<file path="config.mk">
export PLATFORM = sky130hd
export DESIGN_NAME = addr_watch_unit
export DESIGN_NICKNAME = d
export VERILOG_FILES = /design/src/rtl/awu_pkg.sv /design/src/rtl/awu_pair_cmp.sv /design/src/rtl/awu_counter.sv /design/src/rtl/addr_watch_unit.sv
export SDC_FILE = /design/constraint.sdc
export NUM_CORES = 1
export LEC_CHECK = 0
export ABC_CLOCK_PERIOD_IN_PS = 28200
export BUFFER_PORTS_ARGS = -buffer_cell sky130_fd_sc_hd__buf_2
export CORE_ASPECT_RATIO = 1.5
export CORE_UTILIZATION = 45
export DETAILED_ROUTE_END_ITERATION = 12
export PLACE_DENSITY = 0.65
export SLEW_MARGIN = 20
export SYNTH_ARGS = -nofsm -noshare
export SYNTH_HDL_FRONTEND = slang
export SYNTH_SLANG_ARGS = --single-unit
</file>
<file path="constraint.sdc">
create_clock -name clk -period 28.2 [get_ports clk]
set_clock_uncertainty 0.15 [all_clocks]
set_input_delay 2.82 -clock clk [delete_from_list [all_inputs] [get_ports clk]]
set_output_delay 2.82 -clock clk [all_outputs]
set_load 0.01 [all_outputs]
</file>
<file path="src/rtl/awu_pkg.sv">
package awu_pkg;
  timeunit 1ns;
  timeprecision 1ps;

  // Configuration register groups, selected by the top two cfg_addr bits
  typedef enum logic [1:0] {
    SEL_WATCH = 2'd0,
    SEL_COUNT = 2'd1,
    SEL_CTRL  = 2'd2,
    SEL_NONE  = 2'd3
  } cfg_sel_e;

  // Bit positions inside a two-bit data qualifier
  localparam int QUAL_RD = 0;
  localparam int QUAL_WR = 1;
endpackage

</file>
<file path="src/rtl/awu_pair_cmp.sv">
module awu_pair_cmp #(
  parameter int AW = 32
) (
  input  logic [AW-1:0] addr,
  input  logic [AW-1:0] lo,
  input  logic [AW-1:0] hi,
  input  logic          rng,
  input  logic          en_lo,
  input  logic          en_hi,
  input  logic          ok_lo,
  input  logic          ok_hi,
  output logic          m_lo,
  output logic          m_hi
);
  timeunit 1ns;
  timeprecision 1ps;

  logic eq_lo, eq_hi, in_rng;

  always_comb begin
    eq_lo  = (addr == lo);
    eq_hi  = (addr == hi);
    in_rng = (addr >= lo) && (addr <= hi);
    m_lo   = en_lo & ok_lo & (rng ? in_rng : eq_lo);
    m_hi   = en_hi & ok_hi & ~rng & eq_hi;
  end
endmodule

</file>
<file path="src/rtl/awu_counter.sv">
module awu_counter #(
  parameter int CW = 16
) (
  input  logic          clk,
  input  logic          rst_n,
  input  logic          load,
  input  logic [CW-1:0] load_val,
  input  logic          hit,
  output logic          fire
);
  timeunit 1ns;
  timeprecision 1ps;

  logic [CW-1:0] cnt_q, cnt_d, rld_q, rld_d;
  logic          expire, cnt_en;

  always_comb begin
    expire = (cnt_q <= CW'(1));
    fire   = hit & expire;
    cnt_en = load | hit;
    cnt_d  = cnt_q;
    rld_d  = rld_q;
    if (load) begin
      cnt_d = load_val;
      rld_d = load_val;
    end else if (hit) begin
      cnt_d = expire ? rld_q : cnt_q - CW'(1);
    end
  end

  always_ff @(posedge clk or negedge rst_n) begin
    if (!rst_n) begin
      cnt_q <= '0;
      rld_q <= '0;
    end else if (cnt_en) begin
      cnt_q <= cnt_d;
      rld_q <= rld_d;
    end
  end

  AST_CNT_IDLE_HOLD: assert property (@(posedge clk) disable iff (!rst_n)
    (!load && !hit) |=> $stable(cnt_q));
  AST_CNT_RELOAD: assert property (@(posedge clk) disable iff (!rst_n)
    (hit && !load && cnt_q == CW'(1)) |=> (cnt_q == $past(rld_q)));
endmodule

</file>
<file path="src/rtl/addr_watch_unit.sv">
module addr_watch_unit
  import awu_pkg::*;
#(
  parameter int AW   = 32,
  parameter int N_IW = 6,
  parameter int N_DW = 2,
  parameter int CW   = 16
) (
  input  logic                              clk,
  input  logic                              rst_n,
  input  logic [AW-1:0]                     iaddr,
  input  logic                              iaddr_vld,
  input  logic [AW-1:0]                     daddr,
  input  logic                              daddr_vld,
  input  logic                              daddr_wr,
  input  logic                              cfg_we,
  input  logic [$clog2(N_IW+N_DW)+1:0]      cfg_addr,
  input  logic [AW-1:0]                     cfg_wdata,
  output logic [N_IW-1:0]                   iw_hit,
  output logic [N_DW-1:0]                   dw_hit,
  output logic                              dbg_evt
);
  timeunit 1ns;
  timeprecision 1ps;

  localparam int N_WP    = N_IW + N_DW;
  localparam int N_PR    = N_WP / 2;
  localparam int SEL_W   = $clog2(N_WP);
  localparam int CA_W    = SEL_W + 2;
  localparam int RNG_LSB = N_WP;
  localparam int Q_LSB   = N_WP + N_PR;
  localparam int CTRL_W  = Q_LSB + 2 * N_DW;

  // Reset: asserted asynchronously, released on a clock edge
  logic [1:0] rs_q;
  logic       rst_i_n;
  always_ff @(posedge clk or negedge rst_n) begin
    if (!rst_n) rs_q <= '0;
    else        rs_q <= {rs_q[0], 1'b1};
  end
  assign rst_i_n = rs_q[1];

  // Configuration decode
  cfg_sel_e         sel;
  logic [SEL_W-1:0] idx;
  logic             ctrl_we;
  logic [N_WP-1:0]  watch_we, cnt_ld;

  always_comb begin
    sel     = cfg_sel_e'(cfg_addr[CA_W-1 -: 2]);
    idx     = cfg_addr[SEL_W-1:0];
    ctrl_we = cfg_we && (sel == SEL_CTRL);
    for (int k = 0; k < N_WP; k++) begin
      watch_we[k] = cfg_we && (sel == SEL_WATCH) && (idx == SEL_W'(k));
      cnt_ld[k]   = cfg_we && (sel == SEL_COUNT) && (idx == SEL_W'(k));
    end
  end

  logic [CTRL_W-1:0] ctrl_q;
  always_ff @(posedge clk or negedge rst_i_n) begin
    if (!rst_i_n)     ctrl_q <= '0;
    else if (ctrl_we) ctrl_q <= cfg_wdata[CTRL_W-1:0];
  end

  logic [AW-1:0]   watch_q [N_WP];
  logic [N_WP-1:0] acc_ok, match, fire;

  for (genvar j = 0; j < N_WP; j++) begin : g_wp
    always_ff @(posedge clk or negedge rst_i_n) begin
      if (!rst_i_n)         watch_q[j] <= '0;
      else if (watch_we[j]) watch_q[j] <= cfg_wdata;
    end

    if (j < N_IW) begin : g_iok
      assign acc_ok[j] = iaddr_vld;
    end else begin : g_dok
      localparam int QB = Q_LSB + 2 * (j - N_IW);
      assign acc_ok[j] = daddr_vld &
        (daddr_wr ? ctrl_q[QB + QUAL_WR] : ctrl_q[QB + QUAL_RD]);
      AST_DATA_WR_QUAL: assert property (@(posedge clk) disable iff (!rst_i_n)
        (daddr_vld && daddr_wr && !ctrl_q[QB + QUAL_WR]) |=> !iw_dw_hit_q[j]);
    end

    awu_counter #(.CW(CW)) u_cnt (
      .clk      (clk),
      .rst_n    (rst_i_n),
      .load     (cnt_ld[j]),
      .load_val (cfg_wdata[CW-1:0]),
      .hit      (match[j]),
      .fire     (fire[j])
    );

    AST_OFF_NO_HIT: assert property (@(posedge clk) disable iff (!rst_i_n)
      !ctrl_q[j] |=> !iw_dw_hit_q[j]);
  end

  for (genvar p = 0; p < N_PR; p++) begin : g_pair
    logic [AW-1:0] a_src;
    if (2 * p < N_IW) begin : g_src_i
      assign a_src = iaddr;
    end else begin : g_src_d
      assign a_src = daddr;
    end

    awu_pair_cmp #(.AW(AW)) u_cmp (
      .addr  (a_src),
      .lo    (watch_q[2*p]),
      .hi    (watch_q[2*p+1]),
      .rng   (ctrl_q[RNG_LSB+p]),
      .en_lo (ctrl_q[2*p]),
      .en_hi (ctrl_q[2*p+1]),
      .ok_lo (acc_ok[2*p]),
      .ok_hi (acc_ok[2*p+1]),
      .m_lo  (match[2*p]),
      .m_hi  (match[2*p+1])
    );

    AST_RANGE_ODD_QUIET: assert property (@(posedge clk) disable iff (!rst_i_n)
      ctrl_q[RNG_LSB+p] |=> !iw_dw_hit_q[2*p+1]);
  end

  // Output registers
  logic [N_WP-1:0] iw_dw_hit_q;
  logic            evt_q, evt_d;

  always_comb evt_d = |fire;

  always_ff @(posedge clk or negedge rst_i_n) begin
    if (!rst_i_n) begin
      iw_dw_hit_q <= '0;
      evt_q       <= 1'b0;
    end else begin
      iw_dw_hit_q <= match;
      evt_q       <= evt_d;
    end
  end

  assign iw_hit  = iw_dw_hit_q[N_IW-1:0];
  assign dw_hit  = iw_dw_hit_q[N_WP-1:N_IW];
  assign dbg_evt = evt_q;

  AST_EVT_HAS_HIT: assert property (@(posedge clk) disable iff (!rst_i_n)
    dbg_evt |-> (iw_dw_hit_q != '0));
  AST_NO_FETCH_NO_IHIT: assert property (@(posedge clk) disable iff (!rst_i_n)
    !iaddr_vld |=> (iw_hit == '0));
endmodule

</file>
[Yosys cells after proc, flatten, opt, wreduce, memory -nomap -nowiden]
Index checks and enable logic that the tools add are counted.
W data, S select, Z words.
Storage, ports and cells
  bits in registers: 539
  input port bits: 107
  output and inout port bits: 9
Operators by class
  add/subtract/negate cells: 8
  bitwise gates (word level): 42
  $lt $le $gt $ge: 16
  multiplexer cells: 30
  reductions and logical operators: 50
  equal/unequal tests: 17
Operator list (number)
  $mux W16: 24
  $eq A32 B32 Y1: 8
  $ge A32 B32 Y1: 4
  $le A16 B1 Y1 const B: 8
  $le A32 B32 Y1: 4
  $sub A16 B1 Y16 const B: 8
  $reduce_and A2 Y1: 16
  $and A1 B1 Y1: 30
  $logic_and A1 B1 Y1: 23
  $reduce_bool A2 Y1: 8
  $eq A3 B3 Y1 const B: 4
  $or A1 B1 Y1: 8
  $reduce_or A8 Y1: 1
  $eq A3 B2 Y1 const B: 2
  $mux W1: 6
  $not A1 Y1: 4
  $eq A3 B1 Y1 const B: 1
  $logic_not A3 Y1: 1
  $eq A2 B1 Y1 const B: 1
  $eq A2 B2 Y1 const B: 1
  $logic_not A2 Y1: 1

[Logic depth before layout (Yosys ltp)]
Gate-level depths: netlist of run 1.
  depth in word-level cells: 7
  mapped depth: 12
  depth with buffers taken out: 10

[By module]
Synthesis of run 1 repeated with hierarchy kept, for this count alone.
Unflattened totals
  cell total of the unflattened synthesis: 2970
  area total of the unflattened synthesis: 32080.8 um2
By module, submodules not included
  awu_counter: area each 1860.5 um2, seq. area each 800.8 um2, instances 8, cells each 176
  addr_watch_unit: area each 10540.1 um2, seq. area each 7081.8 um2, instances 1, cells each 618
  awu_pair_cmp: area each 1664.1 um2, seq. area each 0.0 um2, instances 4, cells each 236

[Worst setup path after synthesis of run 1]
OpenSTA, ideal clock, no wires.
  kind: in2reg
  from: input port iaddr[0]
  to: register g_wp[2].u_cnt.cnt_q[13]
  setup slack: 23028 ps
  arrival: 4884 ps
  library setup time: 138 ps
  cell stages on the path: 12
  path through: inv_1 > ha_1 > nand4_1 > or4_1 > a31oi_1 > a31oi_1 > a31o_1 > a21oi_2 > buf_6 > buf_8 > mux2i_1 > o211ai_1
On the way
  cells in the longest elaborated chain, start to end: 6
  elaborated cells on any way between the ends: 9
RTL lines
  from (decl): RTL line addr_watch_unit.sv:11  | input logic [AW-1:0] iaddr,
  $ge A32 B32 Y1 / $le A32 B32 Y1 (equally long branches): RTL line awu_pair_cmp.sv:23  | in_rng = (addr >= lo) && (addr <= hi);
  $logic_and A1 B1 Y1: RTL line awu_pair_cmp.sv:23
  $mux W1 *: RTL line awu_pair_cmp.sv:24  | m_lo = en_lo & ok_lo & (rng ? in_rng : eq_lo);
  $and A1 B1 Y1 *: RTL line awu_pair_cmp.sv:24
  net g_pair[1].u_cmp.m_lo: RTL line awu_pair_cmp.sv:12  | output logic m_lo,
  $reduce_bool A2 Y1 (no line) / $or A1 B1 Y1 (equally long branches)
  $reduce_and A2 Y1 (no line) *
  to (signal assigned): RTL line awu_counter.sv:36  | cnt_q <= cnt_d;
  to (decl): RTL line awu_counter.sv:14  | logic [CW-1:0] cnt_q, cnt_d, rld_q, rld_d;
The timed path passes the listed nets; every way through them passes the cells marked *.
A chain may end at the register's enable or synchronous reset.

[Final worst setup path of run 1]
  from: input port iaddr[23]
  to: register g_wp[3].u_cnt.cnt_q[0]
On the way
  cells in the longest elaborated chain, start to end: 4
  elaborated cells on any way between the ends: 5
RTL lines
  $eq A32 B32 Y1 *: RTL line awu_pair_cmp.sv:22  | eq_hi = (addr == hi);
  $and A1 B1 Y1 *: RTL line awu_pair_cmp.sv:25  | m_hi = en_hi & ok_hi & ~rng & eq_hi;
  net g_pair[1].u_cmp.m_hi: RTL line awu_pair_cmp.sv:13  | output logic m_hi
  $reduce_bool A2 Y1 (no line) / $or A1 B1 Y1 (equally long branches)
  $reduce_and A2 Y1 (no line) *
  to (signal assigned): RTL line awu_counter.sv:36
  to (decl): RTL line awu_counter.sv:14
Marked as above.

==> results_dict.tcl, run 1 <==
set metrics [dict create \
    syn_nets 3745 \
    yosysWarnings 0 \
    worst_pin_slew_ns 1.13 \
    finalWirelength_um 85600 \
    p_total_w 0.00240 \
    cts_hold_buf 0 \
    max_freq_mhz 175 \
    numCtsBuffers 52 \
    ys_ff_latch 539 \
    io_buffers 115 \
    p_per_area_nw_per_um2 70.7 \
    critPathLaunchType "primary input" \
    cts_setup_buffers 0 \
    wl_per_cell_um 19.6 \
    layout-drive-gt1-share_pct 14.2 \
    place_ws_ns 21.98 \
    die_w_um 216 \
    cp.arrival_ns 6.09 \
    period_share_pct 20.3 \
    ant_nets 0 \
    cts_root_buffer "clkbuf_16" \
    final_hold_viol_count 0 \
    syn_inst 3366 \
    h-tree-depth 2 \
    stdcell_area_um2 34000 \
    outcome "finished clean" \
    ys_seq_area_share_pct 43.8 \
    r2r_end "g_wp[3].u_cnt.cnt_q[0]" \
    grt_pass1_wl_um 135000 \
    cts_tree "done" \
    rsz0062_at_grt "false" \
    crit_end "g_wp[3].u_cnt.cnt_q[0]" \
    max-cap-violations 0 \
    dpl.hpwl_um 58600 \
    wl_met3_um 4200 \
    grt_usage_pct 24.7 \
    area_growth_pct 10.4 \
    synth.avg_cell_area_um2 9.15 \
    crit_fanout 24 \
    dp.cells 4259 \
    synth-edff-count 0 \
    fin_cells 4361 \
    via_per_inst 5.64 \
    fin_nets 3800 \
    cts_buffer_depth 3 \
    setup.worst_path.end_class "register" \
    synthDistinctLibCells 94 \
    drtIter0Drc 1579 \
    setup_tns_ns 0 \
    synthTopCellsByCount "nand2_1 (621), dfrtp_1 (539), inv_1 (312), ha_1 (272), a21oi_1 (236)" \
    grt_start_max_net_pins 151 \
    synth_most_common_cell "nand2_1" \
    die_area_um2 69500 \
    reg2reg_slack_ns 24.47 \
    yosysTopAreaCell "dfrtp_1" \
    synth_flop_cell "dfrtp_1" \
    wl_met1_um 33700 \
    wl_met2_um 43200 \
    io_pins 116 \
    grt_pass1_vias 24138 \
    ctsResizeCount 0 \
    setup_ws_ns 22.49 \
    min_path_type "reg2reg" \
    ys_async_sr_fraction_pct 100 \
    rows 117 \
    finalMaxSlewViolations 0 \
    drc 0 \
    coreArea_um2 67800 \
    slew_headroom_pct 24.7 \
    overflow 0 \
    die_h_um 322 \
    netlist_area_um2 30800 \
    crit_required_ns 28.58 \
    r2r_start "watch_q[149]" \
    initial_utilization_pct 45.4 \
    firstDrtPassIters 6 \
    num_vias 24589 \
    cts.sinks 539 \
    leakage_nw 16.3 \
    synthTopCellsByArea "dfrtp_1 (44%), ha_1 (11%), mux2_2 (7.7%)" \
    placed_cell_area_um2 32200 \
    setup_viol 0 \
    r2r_cells 10 \
    gp_congestion 0.920 \
    crit_start "iaddr[23]" \
    synth_top_area_share_pct 43.8 \
    criticalPathCategory "in2reg" \
    min_period_ns 5.71 \
    ir_worst_vdd_mv 0.0524 \
    clk_pin_slew_worst_paths_ns 0.06 \
    clk_latency_ns 0.61 \
    antenna_found_initial 21 \
    top_layer_used "met5" \
]
==> how the worst min path moves through the flow <==
stage | slack (ns) | end | cells past startpoint | from
floorplan | 0.18 | rs_q[1] | 0 | rs_q[0]
global placement | 0.19 | rs_q[1] | 0 | rs_q[0]
detailed placement | 0.20 | rs_q[1] | 0 | rs_q[0]
global route | 0.22 | rs_q[1] | 0 | rs_q[0]
finish | 0.21 | rs_q[1] | 0 | rs_q[0]
CTS | 0.22 | rs_q[1] | 0 | rs_q[0]
==> per-stage QoR <==
| stage | utilization (%) | hold slack, ns |
|---|---|---|
| floorplan | - | 0.181 |
| global placement | 47.5 | 0.188 |
| detailed placement | 47.5 | 0.197 |
| CTS | 50.1 | 0.216 |
| global route | 50.2 | 0.222 |
| finish | 50.2 | 0.213 |
==> registers in the layout (all words and copies together), names as in the netlist <==
signal,count
ctrl_q,16
dbg_evt,1
g_wp.u_cnt.cnt_q,128
g_wp.u_cnt.rld_q,128
iw_dw_hit_q,8
rs_q,2
watch_q,256
==> report_power, final <==
part / leakage [nW] / internal [W] / total [W] / switching, W
clock: 0.863 / 0.000432 / 0.000757 / 0.000325
combinational: 8.70 / 0.000256 / 0.000601 / 0.000345
sequential: 6.76 / 0.000934 / 0.00105 / 0.000113
==> worst max-delay path: stages <==
cell and delay [ns]:
buf_2 0.15, ha_1 0.33, nand4_1 0.23, nor4_1 0.66
nand3_1 0.89, clkinv_1 0.48, and3_1 0.21, a21oi_1 0.04
o31a_1 0.14, o21ai_1 0.11
==> layout make-up <==
cell class / instances / area [um^2]
fillers: 6311 / 33800
well taps: 892 / 1120
clock inverters: 30 / 384
diodes: 7 / 17.5
multi-input cells: 2369 / 15600
clock buffers: 65 / 1420
flip-flops and latches: 539 / 13500
repair buffers: 145 / 813
inverters: 314 / 1180
==> routing by layer <==
metal,up-vias,track usage [%]
met3,211,4.21
li1,11816,-
met4,28,11.7
met2,527,44.3
met5,-,0
met1,12007,28.4
==> cells by family after synthesis <==
family / share of synthesized area, %
xor gates and xnor gates: 0.398
buffers and inverters: 5.79
DFF: 43.8
adders and majority gates: 11.0
other: 0.0122
muxes: 8.69
and+or+nand+nor: 16.5
AOI/OAI and AO/OA: 13.8
==> cells in the final DEF (no fill, tap or decap), types with 8 or more instances in the layout <==
cell type,netlist,routed
a211oi_1,16,16
a21o_1,22,22
a21oi_1,236,236
a221oi_1,9,9
a31oi_1,22,22
buf_2,11,115
buf_4,2,29
bufinv_16,0,8
clkbuf_16,0,53
clkinv_2,0,10
clkinvlp_4,0,9
dfrtp_1,539,538
ha_1,272,272
inv_1,312,312
mux2_2,211,211
mux2i_1,29,29
nand2_1,621,616
nand2b_1,16,16
nand3_1,67,67
nand4_1,67,67
nor2_1,161,158
nor2b_1,19,19
nor3_1,50,49
nor4_1,32,31
o211ai_1,24,24
o21a_1,12,12
o21ai_0,228,228
o21ai_1,46,46
o22ai_1,14,14
o31ai_1,12,12
or3_1,14,14
or4_1,14,14
xnor2_1,12,12
Note: power is estimated with default switching activity, not from simulation.
==> run 2: changes to the inputs <==
--- a/config.mk
+++ b/config.mk
@@ -5,12 +5,12 @@
 export SDC_FILE = /design/constraint.sdc
 export NUM_CORES = 1
 export LEC_CHECK = 0
-export ABC_CLOCK_PERIOD_IN_PS = 28200
+export ABC_CLOCK_PERIOD_IN_PS = 4770
 export BUFFER_PORTS_ARGS = -buffer_cell sky130_fd_sc_hd__buf_2
 export CORE_ASPECT_RATIO = 1.5
 export CORE_UTILIZATION = 45
 export DETAILED_ROUTE_END_ITERATION = 12
-export PLACE_DENSITY = 0.65
+export PLACE_DENSITY = 0.67
 export SLEW_MARGIN = 20
 export SYNTH_ARGS = -nofsm -noshare
 export SYNTH_HDL_FRONTEND = slang
==> constraint.sdc (replaced) <==
create_clock -name clk -period 4.77 [get_ports clk]
set_clock_uncertainty 0.15 [all_clocks]
set_input_delay 0.477 -clock clk [delete_from_list [all_inputs] [get_ports clk]]
set_output_delay 0.477 -clock clk [all_outputs]
set_load 0.01 [all_outputs]
==> run 2 against run 1 <==
Critical path depth rose by 1; combinational power increased to 6.0 times the previous value; design area increased by 0.78%; worst setup slack worse by 21 ns; critical path type is now reg2reg.
==> results_dict.tcl, run 2 (synthesized netlist as in run 1, its figures left out) <==
set metrics [dict create \
    outcome "finished clean" \
    period_share_pct 76.5 \
    io_buffers 115 \
    stdcell_area_um2 34300 \
    finalWirelength_um 86300 \
    grt_usage_pct 24.9 \
    top_regs "watch_q (256), g_wp.u_cnt.cnt_q (128), g_wp.u_cnt.rld_q (128)" \
    largest_register_ffs 256 \
    final_hold_viol_count 0 \
    crit_end "g_wp[4].u_cnt.cnt_q[6]" \
    antenna_found_initial 16 \
    seq_area_um2 13500 \
    drtIter0Drc 1338 \
    cts.sinks 539 \
    place_ws_ns 0.957 \
    ir_worst_vdd_mv 0.317 \
    critPathLaunchType "register" \
    fin_cells 4383 \
    finalMaxSlewViolations 0 \
    setup_viol 0 \
    slew_headroom_pct 31.0 \
    hold_start "cfg_wdata[18]" \
    dp.cells 4275 \
    h-tree-depth 2 \
    wl_per_cell_um 19.7 \
    p_per_area_nw_per_um2 421 \
    leakage_nw 16.5 \
    gp_congestion 0.918 \
    cts_buffer_depth 3 \
    layout-drive-gt1-share_pct 14.6 \
    die_area_um2 69500 \
    numCtsBuffers 53 \
    multi_input_area_um2 15600 \
    initial_utilization_pct 45.4 \
    min_period_ns 3.65 \
    regMostFlops "watch_q" \
    rows 117 \
    overflow 0 \
    layout_commonest_cell "nand2_1" \
    wl_met2_um 43600 \
    ant_nets 0 \
    clk_latency_ns 0.64 \
    cp.arrival_ns 3.99 \
    drc 0 \
    min_path_type "in2reg" \
    fin_nets 3819 \
    top_layer_used "met5" \
    max_freq_mhz 274 \
    firstDrtPassIters 7 \
    worst_pin_slew_ns 1.03 \
    grt_pass1_wl_um 136000 \
    num_vias 24808 \
    setup_tns_ns 0 \
    placed_cell_area_um2 32300 \
    final_cell_mix "nand2_1 (621), dfrtp_1 (538), inv_1 (312)" \
    reg2reg_slack_ns 1.12 \
    r2r_start "watch_q[109]" \
    crit_required_ns 5.11 \
    rsz0062_at_grt "false" \
    wl_met3_um 3980 \
    dpl.hpwl_um 60000 \
    grt_pass1_vias 24588 \
    wl_met1_um 33700 \
    crit_fanout 17 \
    coreArea_um2 67800 \
    clk_pin_slew_worst_paths_ns 0.07 \
    grt_start_max_net_pins 116 \
    die_h_um 322 \
    criticalPathCategory "reg2reg" \
    area_growth_pct 11.3 \
    setup_ws_ns 1.12 \
    r2r_end "g_wp[4].u_cnt.cnt_q[6]" \
    fin_util_pct 50.6 \
    cts_setup_buffers 0 \
    fillers 6262 \
    cts_tree "done" \
    die_w_um 216 \
    r2r_cells 11 \
    crit_start "watch_q[109]" \
    cts_root_buffer "clkbuf_16" \
    io_pins 116 \
    max-cap-violations 0 \
    via_per_inst 5.66 \
    setup.worst_path.end_class "register" \
]
==> run 2: worst max-delay path, cell delays in order, from the launching register on <==
cell and delay, ns:
dfrtp_1 0.36, inv_1 0.06, ha_1 0.31, nand4_1 0.24, o41ai_1 0.63, and4b_1 0.30, o41ai_1 0.13, a221oi_4 0.74
buf_4 0.29, nand2_1 0.06, a22oi_1 0.17, a21oi_1 0.08
==> run 2: worst min path at each step <==
| stage | to | slack [ns] | cells past startpoint |
|---|---|---|---|
| after floorplan | rs_q[0] | 0.03 | 0 |
| after global placement | rs_q[0] | 0.11 | 1 |
| after detailed placement | rs_q[0] | 0.11 | 1 |
| after CTS | watch_q[18] | 0.01 | 3 |
| after global routing | watch_q[88] | 0.06 | 3 |
| final | watch_q[18] | 0.04 | 3 |
==> run 2: area by class of cell <==
class	count	share of cell area [%]
Antenna cell	6	0.0438
Clock buffer	71	4.40
Clock inverter	29	1.15
Inverter	314	3.44
Multi-Input combinational cell	2369	45.4
Sequential cell	539	39.4
Tap cell	892	3.26
Timing Repair Buffer	163	2.93
==> run 2: timing repair <==
action	in CTS	in global routing
gates resized for setup	0	0
endpoints found under the hold margin	2	0
hold buffers	2	0
==> run 2: power breakdown <==
part	switching [W]	total, W	internal [W]
combinational	0.00205	0.00359	0.00153
sequential	0.000678	0.00620	0.00552
clock	0.00193	0.00464	0.00271
==> run 2: layer usage <==
metal / global-route usage [%] / vias up
li1: - / 11852
met1: 28.7 / 12095
met2: 44.5 / 583
met3: 3.98 / 256
met4: 12.9 / 22
met5: 0 / -
==> run 2: stage by stage <==
| stage | power [W] | hold slack, ns |
|---|---|---|
| detailed placement | 0.00983 | 0.115 |
| global placement | 0.00971 | 0.114 |
| finish | 0.0144 | 0.0416 |
| floorplan | 0.00875 | 0.0314 |
| CTS | 0.0145 | 0.0146 |
| global route | 0.0153 | 0.0614 |
==> run 3: changes to the inputs <==
--- a/config.mk
+++ b/config.mk
@@ -5,12 +5,12 @@
 export SDC_FILE = /design/constraint.sdc
 export NUM_CORES = 1
 export LEC_CHECK = 0
-export ABC_CLOCK_PERIOD_IN_PS = 4770
+export ABC_CLOCK_PERIOD_IN_PS = 3460
 export BUFFER_PORTS_ARGS = -buffer_cell sky130_fd_sc_hd__buf_2
 export CORE_ASPECT_RATIO = 1.5
 export CORE_UTILIZATION = 45
 export DETAILED_ROUTE_END_ITERATION = 12
-export PLACE_DENSITY = 0.67
+export PLACE_DENSITY = 0.65
 export SLEW_MARGIN = 20
 export SYNTH_ARGS = -nofsm -noshare
 export SYNTH_HDL_FRONTEND = slang
==> constraint.sdc (replaced) <==
create_clock -name clk -period 3.46 [get_ports clk]
set_clock_uncertainty 0.15 [all_clocks]
set_input_delay 0.346 -clock clk [delete_from_list [all_inputs] [get_ports clk]]
set_output_delay 0.346 -clock clk [all_outputs]
set_load 0.01 [all_outputs]
==> run 3 against run 2 <==
Cell count grew 0.82%; highest routed layer unchanged; via count rose by 0.17%; clock-buffer cell count is 6 lower; largest power group unchanged; first-iteration DRC count increased by 22%; largest cell class unchanged; power is 35% higher; non-clock buffer count increased by 48; combinational power up 39%; worst setup slack got worse by 0.92 ns; global-route usage grew 0.099 points.
==> results_dict.tcl, run 3 (synthesized netlist as in run 1, its figures left out) <==
set metrics [dict create \
    outcome "finished clean" \
    cts_setup_buffers 0 \
    crit_required_ns 3.82 \
    final_hold_viol_count 0 \
    combPwrFrac_pct 25.5 \
    die_h_um 322 \
    overflow 0 \
    setup.worst_path.end_class "register" \
    min_period_ns 3.26 \
    p_sw_share_pct 32.6 \
    dp.cells 4307 \
    final_cell_mix "nand2_1 (616), dfrtp_1 (538), inv_1 (312)" \
    leakage_nw 16.6 \
    grt_pass1_vias 24260 \
    rsz0062_at_grt "false" \
    crit_path_frequent_cell "a31oi_1" \
    grt_usage_pct 25.0 \
    setup_viol 0 \
    cts_buffer_depth 3 \
    r2r_cells 11 \
    rows 117 \
    die_w_um 216 \
    finalMaxSlewViolations 0 \
    seqPwrFrac_pct 43.9 \
    via_per_inst 5.62 \
    crit_end "g_wp[2].u_cnt.cnt_q[9]" \
    fin_nets 3866 \
    io_buffers 115 \
    reg2reg_slack_ns 0.20 \
    firstDrtPassIters 8 \
    period_share_pct 94.3 \
    initial_utilization_pct 45.4 \
    top_regs "watch_q (256), g_wp.u_cnt.cnt_q (128), g_wp.u_cnt.rld_q (128)" \
    hold_ws_ns 0.0999 \
    ir_worst_vdd_mv 0.437 \
    worst_pin_slew_ns 1.02 \
    p_sw_w 0.00635 \
    gp_congestion 0.865 \
    clkPwrFrac_pct 30.6 \
    cp.arrival_ns 3.62 \
    dpl.hpwl_um 59400 \
    antenna_found_initial 16 \
    wl_per_cell_um 19.4 \
    finalWirelength_um 85900 \
    r2r_end "g_wp[2].u_cnt.cnt_q[9]" \
    ant_nets 0 \
    area_growth_pct 12.3 \
    io_pins 116 \
    max_freq_mhz 306 \
    layout-drive-gt1-share_pct 15.3 \
    r2r_start "watch_q[135]" \
    drtIter0Drc 1627 \
    slowest_stage "or4_1" \
    h-tree-depth 2 \
    layout_commonest_cell "nand2_1" \
    num_vias 24850 \
    slew_headroom_pct 32.1 \
    cp_slowest_stage_delay_ns 0.62 \
    crit_fanout 4 \
    path_cells "inv_1 > ha_1 > nand4_1 > or4_1 > a31oi_1 > a31oi_1 > a31o_1 > a21oi_2 > buf_4 > mux2_2 > o21ai_0" \
    regMostFlops "watch_q" \
    numCtsBuffers 52 \
    fin_cells 4419 \
    cts_tree "done" \
    critPathLaunchType "register" \
    criticalPathCategory "reg2reg" \
    drc 0 \
    internal_power_w 0.0132 \
    clk_latency_ns 0.61 \
    grt_pass1_wl_um 136000 \
    cts_root_buffer "clkbuf_16" \
    die_area_um2 69500 \
    p_per_area_nw_per_um2 564 \
    min_path_type "in2reg" \
    largest_register_ffs 256 \
    clk_pin_slew_worst_paths_ns 0.07 \
    cts.sinks 539 \
    crit_start "watch_q[135]" \
    grt_start_max_net_pins 101 \
    coreArea_um2 67800 \
    max-cap-violations 0 \
]
## run 3: cell count changes in the layout (fill, tap and decap cells not counted), moves of 2 or more
cell and delta:
buf_12 +5, buf_4 +27, bufinv_16 -3, clkbuf_1 -3, clkbuf_16 -2, clkinv_2 -3
diode_2 -3, dlygate4sd3_1 +16, nand2_1 -5, nand2_2 +5
## run 3: worst min-delay path by stage
stage / slack, ns / depth (start not counted) / to / from
2_1_floorplan: -0.1 / 0 / rs_q[0] / rst_n
3_3_place_gp: -0.02 / 1 / rs_q[0] / rst_n
3_5_place_dp: -0.02 / 1 / rs_q[0] / rst_n
4_1_cts: 0.07 / 4 / iw_dw_hit_q[5] / iaddr_vld
5_1_grt: 0.1 / 4 / iw_dw_hit_q[5] / iaddr_vld
6_report: 0.1 / 4 / iw_dw_hit_q[5] / iaddr_vld
## run 3: final cells by class
type,count,area [um^2]
Fill cell,6279,33200
Multi-Input combinational cell,2369,15600
Sequential cell,539,13500
Timing Repair Buffer,211,1470
Clock buffer,65,1430
Inverter,314,1180
Tap cell,892,1120
Clock inverter,26,314
Antenna cell,3,7.51
## run 3: layer usage
| layer | wire length, um | track usage (%) | up-vias |
|---|---|---|---|
| met5 | 154 | 0 | - |
| met4 | 3720 | 10.7 | 24 |
| met3 | 3790 | 3.46 | 191 |
| met2 | 43900 | 45.0 | 589 |
| met1 | 34400 | 29.7 | 12078 |
| li1 | - | - | 11968 |
## run 3: power by group through the flow
stage               Sequential [W]  Combinational (W)  Clock (W)
global placement           0.00860            0.00483          0
CTS                        0.00854            0.00500    0.00610
detailed placement         0.00863            0.00496          0
global route               0.00873            0.00571    0.00631
floorplan                  0.00846            0.00361          0
finish                     0.00855            0.00498    0.00598
## run 3: repair_timing
| item | CTS | global route |
|---|---|---|
| hold buffers | 18 | 0 |
| endpoints found under the hold margin | 39 | 0 |
| resized for setup | 0 | 1 |
| endpoints found under the setup margin | 0 | 1 |
## run 3: through the flow
step / setup slack, ns / setup TNS, ns / power, W / area [um^2] / util, %
floorplan: -1.93 / -1037.94 / 0.0121 / 30800 / -
global placement: -0.00847 / -0.0125 / 0.0134 / 32600 / 48.2
detailed placement: -0.0194 / -0.0194 / 0.0136 / 32600 / 48.2
CTS: 0.154 / 0 / 0.0196 / 34600 / 51.0
global route: 0.0720 / 0 / 0.0208 / 34600 / 51.0
finish: 0.196 / 0 / 0.0195 / 34600 / 51.0
## run 3: critical path: cells and delay by family (launching register included)
kind | cells | cell delay [ns]
DFF | 1 | 0.35
adders and majority gates | 1 | 0.32
AOI/OAI and AO/OA | 5 | 0.91
buffers and inverters | 2 | 0.24
muxes | 1 | 0.33
and+or+nand+nor | 2 | 0.85
